## src/rtl/cascade_cnt_pkg.sv

```systemverilog
package cascade_cnt_pkg;
  typedef enum logic [1:0] {
    OP_HOLD  = 2'd0,
    OP_COUNT = 2'd1,
    OP_LOAD  = 2'd2,
    OP_CLEAR = 2'd3
  } cnt_op_e;
endpackage

```

## src/rtl/cnt_op_decode.sv

```systemverilog
module cnt_op_decode
  import cascade_cnt_pkg::*;
#(
  parameter bit SYNC_CLR = 1'b0
) (
  input  logic    clr_ni,
  input  logic    load_ni,
  input  logic    cen_par_i,
  input  logic    cen_trk_i,
  output cnt_op_e op_o
);
  logic clr_req;

  generate
    if (SYNC_CLR) begin : g_sync_clr
      assign clr_req = ~clr_ni;
    end else begin : g_async_clr
      // clear handled by the register's asynchronous path
      assign clr_req = 1'b0;
    end
  endgenerate

  always_comb begin
    if (clr_req)                       op_o = OP_CLEAR;
    else if (!load_ni)                 op_o = OP_LOAD;
    else if (cen_par_i && cen_trk_i)   op_o = OP_COUNT;
    else                               op_o = OP_HOLD;
  end
endmodule

```

## src/rtl/cnt_next_state.sv

```systemverilog
module cnt_next_state
  import cascade_cnt_pkg::*;
#(
  parameter int WIDTH   = 4,
  parameter int MODULUS = 16
) (
  input  logic [WIDTH-1:0] cur_i,
  input  logic [WIDTH-1:0] data_i,
  input  cnt_op_e          op_i,
  output logic [WIDTH-1:0] nxt_o
);
  localparam logic [WIDTH-1:0] LAST = WIDTH'(MODULUS - 1);

  logic [WIDTH-1:0] inc;

  // values at or above the last code (only reachable by load) wrap to zero
  assign inc = (cur_i >= LAST) ? '0 : cur_i + 1'b1;

  always_comb begin
    unique case (op_i)
      OP_CLEAR: nxt_o = '0;
      OP_LOAD:  nxt_o = data_i;
      OP_COUNT: nxt_o = inc;
      default:  nxt_o = cur_i;
    endcase
  end
endmodule

```

## src/rtl/cnt_state_reg.sv

```systemverilog
module cnt_state_reg #(
  parameter int WIDTH     = 4,
  parameter bit ASYNC_CLR = 1'b1
) (
  input  logic             clk_i,
  input  logic             clr_ni,
  input  logic [WIDTH-1:0] d_i,
  output logic [WIDTH-1:0] q_o
);
  generate
    if (ASYNC_CLR) begin : g_async
      always_ff @(posedge clk_i or negedge clr_ni) begin
        if (!clr_ni) q_o <= '0;
        else         q_o <= d_i;
      end
    end else begin : g_sync
      always_ff @(posedge clk_i) begin
        q_o <= d_i;
      end
    end
  endgenerate
endmodule

```

## src/rtl/cnt_tc_decode.sv

```systemverilog
module cnt_tc_decode #(
  parameter int WIDTH   = 4,
  parameter int MODULUS = 16
) (
  input  logic [WIDTH-1:0] cnt_i,
  input  logic             cen_trk_i,
  output logic             tc_o
);
  localparam logic [WIDTH-1:0] LAST = WIDTH'(MODULUS - 1);

  assign tc_o = cen_trk_i && (cnt_i == LAST);
endmodule

```

## src/rtl/cascade_counter.sv

```systemverilog
module cascade_counter
  import cascade_cnt_pkg::*;
#(
  parameter int WIDTH     = 4,
  parameter int MODULUS   = 16,
  parameter bit ASYNC_CLR = 1'b1
) (
  input  logic             clk_i,
  input  logic             rst_ni,
  input  logic             load_ni,
  input  logic [WIDTH-1:0] data_i,
  input  logic             cen_par_i,
  input  logic             cen_trk_i,
  output logic [WIDTH-1:0] count_o,
  output logic             tc_o
);
  localparam bit SYNC_CLR = !ASYNC_CLR;

  cnt_op_e          op;
  logic [WIDTH-1:0] cnt_q;
  logic [WIDTH-1:0] cnt_d;

  cnt_op_decode #(
    .SYNC_CLR (SYNC_CLR)
  ) u_decode (
    .clr_ni    (rst_ni),
    .load_ni   (load_ni),
    .cen_par_i (cen_par_i),
    .cen_trk_i (cen_trk_i),
    .op_o      (op)
  );

  cnt_next_state #(
    .WIDTH   (WIDTH),
    .MODULUS (MODULUS)
  ) u_next (
    .cur_i  (cnt_q),
    .data_i (data_i),
    .op_i   (op),
    .nxt_o  (cnt_d)
  );

  cnt_state_reg #(
    .WIDTH     (WIDTH),
    .ASYNC_CLR (ASYNC_CLR)
  ) u_reg (
    .clk_i  (clk_i),
    .clr_ni (rst_ni),
    .d_i    (cnt_d),
    .q_o    (cnt_q)
  );

  cnt_tc_decode #(
    .WIDTH   (WIDTH),
    .MODULUS (MODULUS)
  ) u_tc (
    .cnt_i     (cnt_q),
    .cen_trk_i (cen_trk_i),
    .tc_o      (tc_o)
  );

  assign count_o = cnt_q;
endmodule

```

## config.mk

```make
export PLATFORM = sky130hd
export DESIGN_NAME = cascade_counter
export DESIGN_NICKNAME = d
export VERILOG_FILES = /design/src/rtl/cascade_cnt_pkg.sv /design/src/rtl/cnt_op_decode.sv /design/src/rtl/cnt_next_state.sv /design/src/rtl/cnt_state_reg.sv /design/src/rtl/cnt_tc_decode.sv /design/src/rtl/cascade_counter.sv
export SDC_FILE = /design/constraint.sdc
export NUM_CORES = 1
export LEC_CHECK = 0
export BUFFER_PORTS_ARGS = -buffer_cell sky130_fd_sc_hd__buf_2
export CAP_MARGIN = 20
export CORE_AREA = 2 2 39 41
export DETAILED_ROUTE_END_ITERATION = 8
export DIE_AREA = 0 0 41 43
export GPL_TIMING_DRIVEN = 0
export SETUP_SLACK_MARGIN = 0.1
export SLEW_MARGIN = 20
export SYNTH_ARGS = -nofsm -noshare
export SYNTH_HDL_FRONTEND = slang
export SYNTH_SLANG_ARGS = --single-unit
export TNS_END_PERCENT = 30
```

## constraint.sdc

```tcl
create_clock -name clk_i -period 4 [get_ports clk_i]
set_clock_uncertainty 0.2 [all_clocks]
set_input_delay 0 -clock clk_i [delete_from_list [all_inputs] [get_ports clk_i]]
set_output_delay 0 -clock clk_i [all_outputs]
set_load 0.01 [all_outputs]
```

==> impl_metrics.env, run 1 <==
export IMPL_status="finished clean"
export IMPL_yosys_area_top_type_share_pct=43.2
export IMPL_worstPathRequired_ns=3.91
export IMPL_hp_class="input port to output port"
export IMPL_grt_setup_unrepaired="no"
export IMPL_met2_usage_pct=11.3
export IMPL_seq_area_um2=100
export IMPL_r2r_cells=5
export IMPL_core_um2=1380
export IMPL_cts_sinks=4
export IMPL_ir_worst_vdd_mv=0.0927
export IMPL_cp_arrival_ns=1.89
export IMPL_finalCritPeriodShare_pct=49.4
export IMPL_drtIter0Drc=7
export IMPL_startpoint_type="input port"
export IMPL_mostFrequentLayoutCells="14 x dlygate4sd3_1, 12 x buf_2, 4 x nor2_1, 4 x a21oi_1, 4 x dfrtp_1"
export IMPL_n_antenna_cell=0
export IMPL_worst_slack_ns=2.02
export IMPL_routedWlPerCell_um=8.52
export IMPL_max_slew_margin_pct=81.5
export IMPL_multiInputGateArea_um2=128
export IMPL_drtAntennaViolNets=0
export IMPL_die_h_um=43
export IMPL_nets=67
export IMPL_p_leak_nw=0.225
export IMPL_synth_avg_cell_area_um2=8.90
export IMPL_grt_use_met3_pct=4.71
export IMPL_gr_total_overflow=0
export IMPL_tns_ns=0
export IMPL_fmax_mhz=506
export IMPL_drc=0
export IMPL_portBuffers=12
export IMPL_io_pins=14
export IMPL_wl_um=605
export IMPL_cp_startpoint="data_i[3]"
export IMPL_synth_largest_area_cell="dfrtp_1"
export IMPL_synth_area_um2=231
export IMPL_drive_above_1_share_pct=29.1
export IMPL_root_buffer="clkbuf_4"
export IMPL_fin_crit_ns=1.98
export IMPL_clk_pin_slew_ns=0.03
export IMPL_regMostFlops="u_reg.q_o"
export IMPL_clock_path_buffers=2
export IMPL_finalHoldViolCount=0
export IMPL_rr_endpoint="u_reg.q_o[2]"
export IMPL_ys_ff_latch=4
export IMPL_critical_path_class="input port to flop"
export IMPL_grt_busiest_layer="met2"
export IMPL_area_growth_pct=105
export IMPL_yosys_top_cells_area="dfrtp_1 43%, a21oi_1 8.6%, mux2i_1 8.6%"
export IMPL_grt_pass1_wl_um=979
export IMPL_avgViaCountPerCell=3.99
export IMPL_critical_path_endpoint="u_reg.q_o[3]"
export IMPL_syn_inst=26
export IMPL_ys_types=13
export IMPL_gp_congestion=0.618
export IMPL_reg_top3="u_reg.q_o x4"
export IMPL_grt_antenna_before_repair=0
export IMPL_die_width_um=41
export IMPL_timing_max_cap_violations=0
export IMPL_slew_viol_final=0
export IMPL_reg2reg_from="u_reg.q_o[0]"
export IMPL_dp_slack_ns=2.65
export IMPL_worst_pin_slew_ns=0.277
export IMPL_final_common_cell="dlygate4sd3_1"
export IMPL_syn_nets=36
export IMPL_yosysSeqAreaShare_pct=43.2
export IMPL_dp_hpwl_um=415
export IMPL_dr_pass1_iters=4
export IMPL_crit_path_max_fanout=1
export IMPL_initial_core_util_pct=16.7
export IMPL_grt_max_degree=9
export IMPL_grt_met1_usage_pct=10.1
export IMPL_dieArea_um2=1760
export IMPL_grt_pass1_vias=250
export IMPL_vias=283
export IMPL_ys_warn_count=0
export IMPL_n_fill_cell=151
export IMPL_cts_setup_buffers=0
export IMPL_cts_max_level=1
export IMPL_numCtsBuffers=3
export IMPL_largest_reg_flops=4
export IMPL_cts_tree="done"
export IMPL_reg2reg_slack_ns=2.10
export IMPL_powerDensity_nw_per_um2=301
export IMPL_track_usage_pct=9.16
export IMPL_cp_end_kind="flop"
export IMPL_hold_slack_ns=0.205
export IMPL_finalSetupViolCount=0
export IMPL_fp_row_count=14
export IMPL_clkLatencyLatePin_ns=0.24
Yosys cell counts:
| cell type | instances |
|---|---|
| nand3_1 | 2 |
| mux2i_1 | 2 |
| nand2_1 | 2 |
| or3_1 | 1 |
| clkbuf_1 | 1 |
| ha_1 | 1 |
| dfrtp_1 | 4 |
| o21ai_0 | 1 |
| nor2_1 | 4 |
| and4_2 | 1 |
| xor2_1 | 1 |
| a21oi_1 | 4 |
| a31oi_1 | 2 |
logic make-up (layout without fill, tap and decap cells):
family	Yosys count	in the layout	synth area share [%]
simple gates	10	10	21.1
compound gates	7	7	16.2
flops	4	4	43.2
mux	2	2	8.65
fa+ha+maj	1	1	5.40
xor+xnor	1	1	3.78
buf+inv	1	30	1.62
how the worst min path moves through the flow:
| stage | slack (ns) | depth (start not counted) | start | end |
|---|---|---|---|---|
| CTS | 0.21 | 3 | cen_trk_i | tc_o |
| global route | 0.24 | 3 | cen_trk_i | tc_o |
| detailed placement | -0.39 | 1 | rst_ni | u_reg.q_o[2] |
| floorplan | -0.50 | 0 | rst_ni | u_reg.q_o[0] |
| finish | 0.21 | 3 | cen_trk_i | tc_o |
| global placement | -0.39 | 1 | rst_ni | u_reg.q_o[2] |
power by group:
part	internal (mW)	total, mW	switching (mW)
Clock	0.0335	0.0490	0.0156
Combinational	0.0260	0.0427	0.0167
Sequential	0.0454	0.0512	0.00580
Total	0.105	0.143	0.0380
routing by layer:
metal / part of all wire, % / vias to the layer above / wire length, µm
met5: 0 / - / 0
met4: 1.7 / 0 / 10
met1: 40 / 115 / 243
met3: 11 / 2 / 69
li1: - / 155 / -
met2: 46 / 11 / 281
final cells by class:
cell class / instances / area share [%]
buffer: 1 / 0.792
sequential: 4 / 21.1
timing repair buffer: 26 / 42.2
clock buffer: 3 / 4.75
multi-input combinational: 21 / 26.9
tap: 16 / 4.22
repair_timing:
action,4_1_cts,5_1_grt
setup endpoints to repair,0,0
endpoints found under the hold margin,8,0
gates resized for setup,0,0
hold buffers,14,0
worst max-delay path, cell delays in order:
cell           delay [ns]
dlygate4sd3_1        0.52
buf_2                0.11
nor2_1               0.08
dlygate4sd3_1        0.56
a31oi_1              0.04
dlygate4sd3_1        0.57
per-stage QoR:
stage | cells | instance area (µm²) | total power [mW] | util [%]
CTS | 71 | 474 | 0.146 | 34.3
detailed placement | 54 | 312 | 0.0808 | 22.5
global placement | 54 | 312 | 0.0805 | 22.5
global route | 71 | 474 | 0.154 | 34.3
finish | 71 | 474 | 0.143 | 34.3
floorplan | 26 | 231 | 0.0677 | -
Power figures use the tool's default switching activity.
==> run 2: changes to the inputs <==
==> constraint.sdc (replaced) <==
create_clock -name clk_i -period 1.7 [get_ports clk_i]
set_clock_uncertainty 0.2 [all_clocks]
set_input_delay 0 -clock clk_i [delete_from_list [all_inputs] [get_ports clk_i]]
set_output_delay 0 -clock clk_i [all_outputs]
set_load 0.01 [all_outputs]
==> run 2 against run 1 <==
Net effect:
- register-to-register slack worse by 1.8 ns
- final cell count is 1.4% lower
- wire length rose by 4.1%
- critical path depth is 1 lower
- utilization is 0.63 points lower
- setup slack lost 1.8 ns
- via count rose by 2.1%
- final area down 1.8%
- clock-buffer cell count stayed put
- global-route usage is 0.22 points higher
- non-clock buffer count fell by 1
- die area did not move
- critical path type unchanged
==> impl_metrics.env, run 2 (same netlist as run 1, synthesis figures left out) <==
export IMPL_clock_path_buffers=2
export IMPL_dp_hpwl_um=415
export IMPL_gr_total_overflow=0
export IMPL_core_um2=1380
export IMPL_numCtsBuffers=3
export IMPL_grt_pass1_vias=265
export IMPL_n_fill_cell=150
export IMPL_pwr_share_comb_pct=27.3
export IMPL_drive_above_1_share_pct=31.5
export IMPL_track_usage_pct=9.38
export IMPL_grt_antenna_before_repair=0
export IMPL_wl_um=630
export IMPL_p_leak_nw=0.226
export IMPL_worstPathRequired_ns=1.62
export IMPL_worst_pin_slew_ns=0.197
export IMPL_post_dp_cell_area_um2=312
export IMPL_seqPwrFrac_pct=36.1
export IMPL_tns_ns=0
export IMPL_ir_worst_vdd_mv=0.249
export IMPL_io_pins=14
export IMPL_fin_crit_ns=1.52
export IMPL_die_width_um=41
export IMPL_slew_viol_final=0
export IMPL_cp_arrival_ns=1.44
export IMPL_rr_endpoint="u_reg.q_o[2]"
export IMPL_cts_max_level=1
export IMPL_dr_pass1_iters=4
export IMPL_clockPowerShare_pct=36.6
export IMPL_cts_sinks=4
export IMPL_fp_row_count=14
export IMPL_intPower_mw=0.239
export IMPL_vias=289
export IMPL_swShare_pct=28.4
export IMPL_worstHoldStart="load_ni"
export IMPL_avgViaCountPerCell=4.13
export IMPL_regMostFlops="u_reg.q_o"
export IMPL_dieArea_um2=1760
export IMPL_n_antenna_cell=0
export IMPL_max_slew_margin_pct=86.7
export IMPL_critical_path_class="input port to flop"
export IMPL_holdPathStages=3
export IMPL_grt_max_degree=9
export IMPL_grt_setup_unrepaired="yes"
export IMPL_multiInputGateArea_um2=128
export IMPL_root_buffer="clkbuf_4"
export IMPL_largest_reg_flops=4
export IMPL_reg_top3="u_reg.q_o x4"
export IMPL_final_common_cell="dlygate4sd3_1"
export IMPL_startpoint_type="input port"
export IMPL_drc=0
export IMPL_grt_pass1_wl_um=1020
export IMPL_gp_congestion=0.618
export IMPL_drtIter0Drc=7
export IMPL_finalHoldViolCount=0
export IMPL_clkLatencyLatePin_ns=0.24
export IMPL_die_h_um=43
export IMPL_r2r_cells=4
export IMPL_drtAntennaViolNets=0
export IMPL_hp_class="input port to flop"
export IMPL_post_route_cell_area_um2=465
export IMPL_clk_pin_slew_ns=0.04
export IMPL_portBuffers=12
export IMPL_status="finished clean"
export IMPL_finalCritPeriodShare_pct=89.4
export IMPL_finalSetupViolCount=0
export IMPL_cp_end_kind="flop"
export IMPL_cts_tree="done"
export IMPL_timing_max_cap_violations=0
export IMPL_holdPathEnd="u_reg.q_o[0]"
export IMPL_reg2reg_slack_ns=0.35
export IMPL_fmax_mhz=658
export IMPL_powerDensity_nw_per_um2=716
export IMPL_initial_core_util_pct=16.7
export IMPL_seq_area_um2=100
export IMPL_reg2reg_from="u_reg.q_o[0]"
export IMPL_cts_setup_buffers=0
export IMPL_netSwitchingPower_mw=0.0947
export IMPL_area_growth_pct=101
export IMPL_routedWlPerCell_um=9.00
export IMPL_mostFrequentLayoutCells="13 x dlygate4sd3_1, 12 x buf_2, 4 x nor2_1, 4 x a21oi_1, 4 x dfrtp_1"
export IMPL_nets=66
export IMPL_crit_path_max_fanout=8
run 2: cell count changes in the layout (fill, tap and decap cells not counted), sizes merged:
| cell | change |
|---|---|
| dlygate4sd3 | -1 |
run 2: area by class of cell:
cell class | instances | share of cell area, %
buffer | 1 | 1.08
clock buffer | 3 | 4.84
multi-input combinational | 21 | 27.4
sequential | 4 | 21.5
tap | 16 | 4.30
timing repair buffer | 25 | 40.9
run 2: metrics by stage:
| stage | instances | utilization (%) | setup slack [ns] | power [mW] | hold WS, ns |
|---|---|---|---|---|---|
| after floorplan | 26 | - | 0.385 | 0.159 | -0.496 |
| after global placement | 54 | 22.5 | 0.351 | 0.189 | -0.394 |
| after detailed placement | 54 | 22.5 | 0.353 | 0.190 | -0.391 |
| after CTS | 70 | 33.5 | 0.117 | 0.333 | 0.431 |
| after global routing | 70 | 33.6 | 0.0901 | 0.354 | 0.441 |
| final | 70 | 33.6 | 0.181 | 0.333 | 0.399 |
run 2: worst max path at each step:
| stage | start | to | slack (ns) | cells past startpoint |
|---|---|---|---|---|
| finish | load_ni | u_reg.q_o[1] | 0.18 | 5 |
| global route | load_ni | u_reg.q_o[1] | 0.09 | 5 |
| CTS | load_ni | u_reg.q_o[3] | 0.12 | 5 |
| detailed placement | u_reg.q_o[0] | u_reg.q_o[2] | 0.35 | 4 |
| global placement | u_reg.q_o[0] | u_reg.q_o[2] | 0.35 | 4 |
| floorplan | u_reg.q_o[0] | u_reg.q_o[2] | 0.38 | 4 |
run 2: power groups by stage:
stage	Clock (mW)	Sequential [mW]	Combinational (mW)
floorplan	0	0.125	0.0339
global placement	0	0.122	0.0677
detailed placement	0	0.122	0.0684
CTS	0.121	0.121	0.0910
global route	0.129	0.123	0.102
finish	0.122	0.120	0.0909
run 2: repair_timing:
| item | 4_1_cts | 5_1_grt |
|---|---|---|
| hold buffers | 13 | 0 |
| endpoints found under the hold margin | 8 | 0 |
| resized for setup | 0 | 2 |
| endpoints found under the setup margin | 0 | 4 |
run 2: critical path, stage by stage:
cell and delay [ns]:
dlygate4sd3_1 0.55, clkbuf_2 0.16, nor2_1 0.12, dlygate4sd3_1 0.56, a21oi_1 0.04
run 2: per-layer routing:
layer | GRT usage [%] | wire (µm)
met1 | 10.5 | 259
met2 | 11.6 | 269
met3 | 4.71 | 77
met4 | 10.0 | 25
met5 | 0 | 0
==> run 3: changes to the inputs <==
--- a/config.mk
+++ b/config.mk
@@ -7,10 +7,14 @@
 export LEC_CHECK = 0
 export BUFFER_PORTS_ARGS = -buffer_cell sky130_fd_sc_hd__buf_2
 export CAP_MARGIN = 20
+export CELL_PAD_IN_SITES_DETAIL_PLACEMENT = 1
+export CELL_PAD_IN_SITES_GLOBAL_PLACEMENT = 1
 export CORE_AREA = 2 2 39 41
 export DETAILED_ROUTE_END_ITERATION = 8
 export DIE_AREA = 0 0 41 43
 export GPL_TIMING_DRIVEN = 0
+export PLACE_DENSITY_LB_ADDON = 0.12
+export RECOVER_POWER = 25
 export SETUP_SLACK_MARGIN = 0.1
 export SLEW_MARGIN = 20
 export SYNTH_ARGS = -nofsm -noshare
==> run 3 against run 2 <==
Net effect:
- via count rose by 6.9%
- final area fell by 1.1%
- wire length rose by 23%
- sequential share of layout area rose by 0.23 points
- critical path type is now flop to output port
- largest cell class unchanged
==> impl_metrics.env, run 3 (same netlist as run 1, synthesis figures left out) <==
export IMPL_holdPathEnd="u_reg.q_o[3]"
export IMPL_fin_crit_ns=1.46
export IMPL_die_h_um=43
export IMPL_die_width_um=41
export IMPL_finalSetupViolCount=0
export IMPL_cp_end_kind="output port"
export IMPL_grt_pass1_vias=359
export IMPL_cts_setup_buffers=0
export IMPL_reg_top3="u_reg.q_o x4"
export IMPL_gp_congestion=0.574
export IMPL_n_antenna_cell=0
export IMPL_grt_antenna_before_repair=0
export IMPL_swShare_pct=28.6
export IMPL_area_growth_pct=98.9
export IMPL_initial_core_util_pct=16.7
export IMPL_grt_setup_unrepaired="no"
export IMPL_portBuffers=12
export IMPL_powerDensity_nw_per_um2=718
export IMPL_finalPower_mw=0.330
export IMPL_cts_tree="done"
export IMPL_numCtsBuffers=3
export IMPL_reg2reg_slack_ns=0.29
export IMPL_dr_pass1_iters=3
export IMPL_wl_um=776
export IMPL_clockPowerShare_pct=35.5
export IMPL_cts_sinks=4
export IMPL_root_buffer="clkbuf_4"
export IMPL_hp_class="flop to flop"
export IMPL_routedWlPerCell_um=11.1
export IMPL_clock_path_buffers=2
export IMPL_crit_path_max_fanout=6
export IMPL_rr_endpoint="u_reg.q_o[0]"
export IMPL_mostFrequentLayoutCells="13 x dlygate4sd3_1, 9 x buf_2"
export IMPL_tns_ns=0
export IMPL_max_slew_margin_pct=87.6
export IMPL_largest_reg_flops=4
export IMPL_met1_length_um=296
export IMPL_maxUsedRoutingLayer="met4"
export IMPL_post_route_util_pct=33.3
export IMPL_vias=309
export IMPL_status="finished clean"
export IMPL_worst_pin_slew_ns=0.180
export IMPL_ir_worst_vdd_mv=0.276
export IMPL_core_um2=1380
export IMPL_finalCritPeriodShare_pct=85.8
export IMPL_grt_pass1_wl_um=1300
export IMPL_drtIter0Drc=1
export IMPL_drtAntennaViolNets=0
export IMPL_dr_wl_met3_um=47
export IMPL_r2r_cells=4
export IMPL_slew_viol_final=0
export IMPL_dp_slack_ns=0.323
export IMPL_timing_max_cap_violations=0
export IMPL_fp_row_count=14
export IMPL_startpoint_type="flop"
export IMPL_worstHoldStart="u_reg.q_o[3]"
export IMPL_reg2reg_from="u_reg.q_o[0]"
export IMPL_final_common_cell="dlygate4sd3_1"
export IMPL_critical_path_class="flop to output port"
export IMPL_worst_slack_ns=0.241
export IMPL_netSwitchingPower_mw=0.0944
export IMPL_hold_slack_ns=0.415
export IMPL_regMostFlops="u_reg.q_o"
export IMPL_cp_arrival_ns=1.26
export IMPL_gr_total_overflow=0
export IMPL_nets=66
export IMPL_pwr_share_comb_pct=27.7
export IMPL_avgViaCountPerCell=4.41
export IMPL_clk_pin_slew_ns=0.04
export IMPL_cts_hold_buf=13
export IMPL_dieArea_um2=1760
export IMPL_track_usage_pct=11.1
export IMPL_intPower_mw=0.236
export IMPL_seqPwrFrac_pct=36.8
export IMPL_drive_above_1_share_pct=24.1
export IMPL_finalHoldViolCount=0
export IMPL_cts_max_level=1
export IMPL_drc=0
export IMPL_postCtsResizedCells=0
export IMPL_clkLatencyLatePin_ns=0.23
export IMPL_grt_max_degree=7
export IMPL_fmax_mhz=685
export IMPL_worstPathRequired_ns=1.50
export IMPL_io_pins=14
export IMPL_p_leak_nw=0.215
export IMPL_dr_wl_met2_um=424
export IMPL_holdPathStages=2
## run 3: metal layers
layer	up-vias	global-route usage (%)
li1	153	-
met3	2	1.57
met5	-	0
met1	142	10.7
met2	12	19.4
met4	0	8.00
## run 3: area by class of cell
class,count,area [µm²]
fillers,164,923
repair buffers,25,186
multi-input cells,21,128
flip-flops and latches,4,100
clock buffers,3,22.5
well taps,16,20.0
plain buffers,1,3.75
## run 3: critical path: stages, from the launching register on
cell,delay [ns]
dfrtp_1,0.42
ha_1,0.26
and4_2,0.21
buf_2,0.13
## run 3: worst max path at each step
stage | depth (start not counted) | from | to | slack (ns)
2_1_floorplan | 4 | u_reg.q_o[0] | u_reg.q_o[2] | 0.38
3_3_place_gp | 4 | u_reg.q_o[0] | u_reg.q_o[2] | 0.33
3_5_place_dp | 4 | u_reg.q_o[0] | u_reg.q_o[2] | 0.32
4_1_cts | 3 | u_reg.q_o[0] | tc_o | 0.23
5_1_grt | 3 | u_reg.q_o[0] | tc_o | 0.17
6_report | 3 | u_reg.q_o[0] | tc_o | 0.24
## run 3: power groups by stage
stage	combinational (mW)	clock [mW]	sequential, mW
detailed placement	0.0708	0	0.123
floorplan	0.0339	0	0.125
global route	0.102	0.129	0.123
finish	0.0916	0.117	0.121
CTS	0.0943	0.124	0.122
global placement	0.0689	0	0.122
## run 3: stage by stage
stage	instance area, µm²	instances
6_report	460	70
3_3_place_gp	312	54
4_1_cts	464	70
5_1_grt	460	70
2_1_floorplan	231	26
3_5_place_dp	312	54
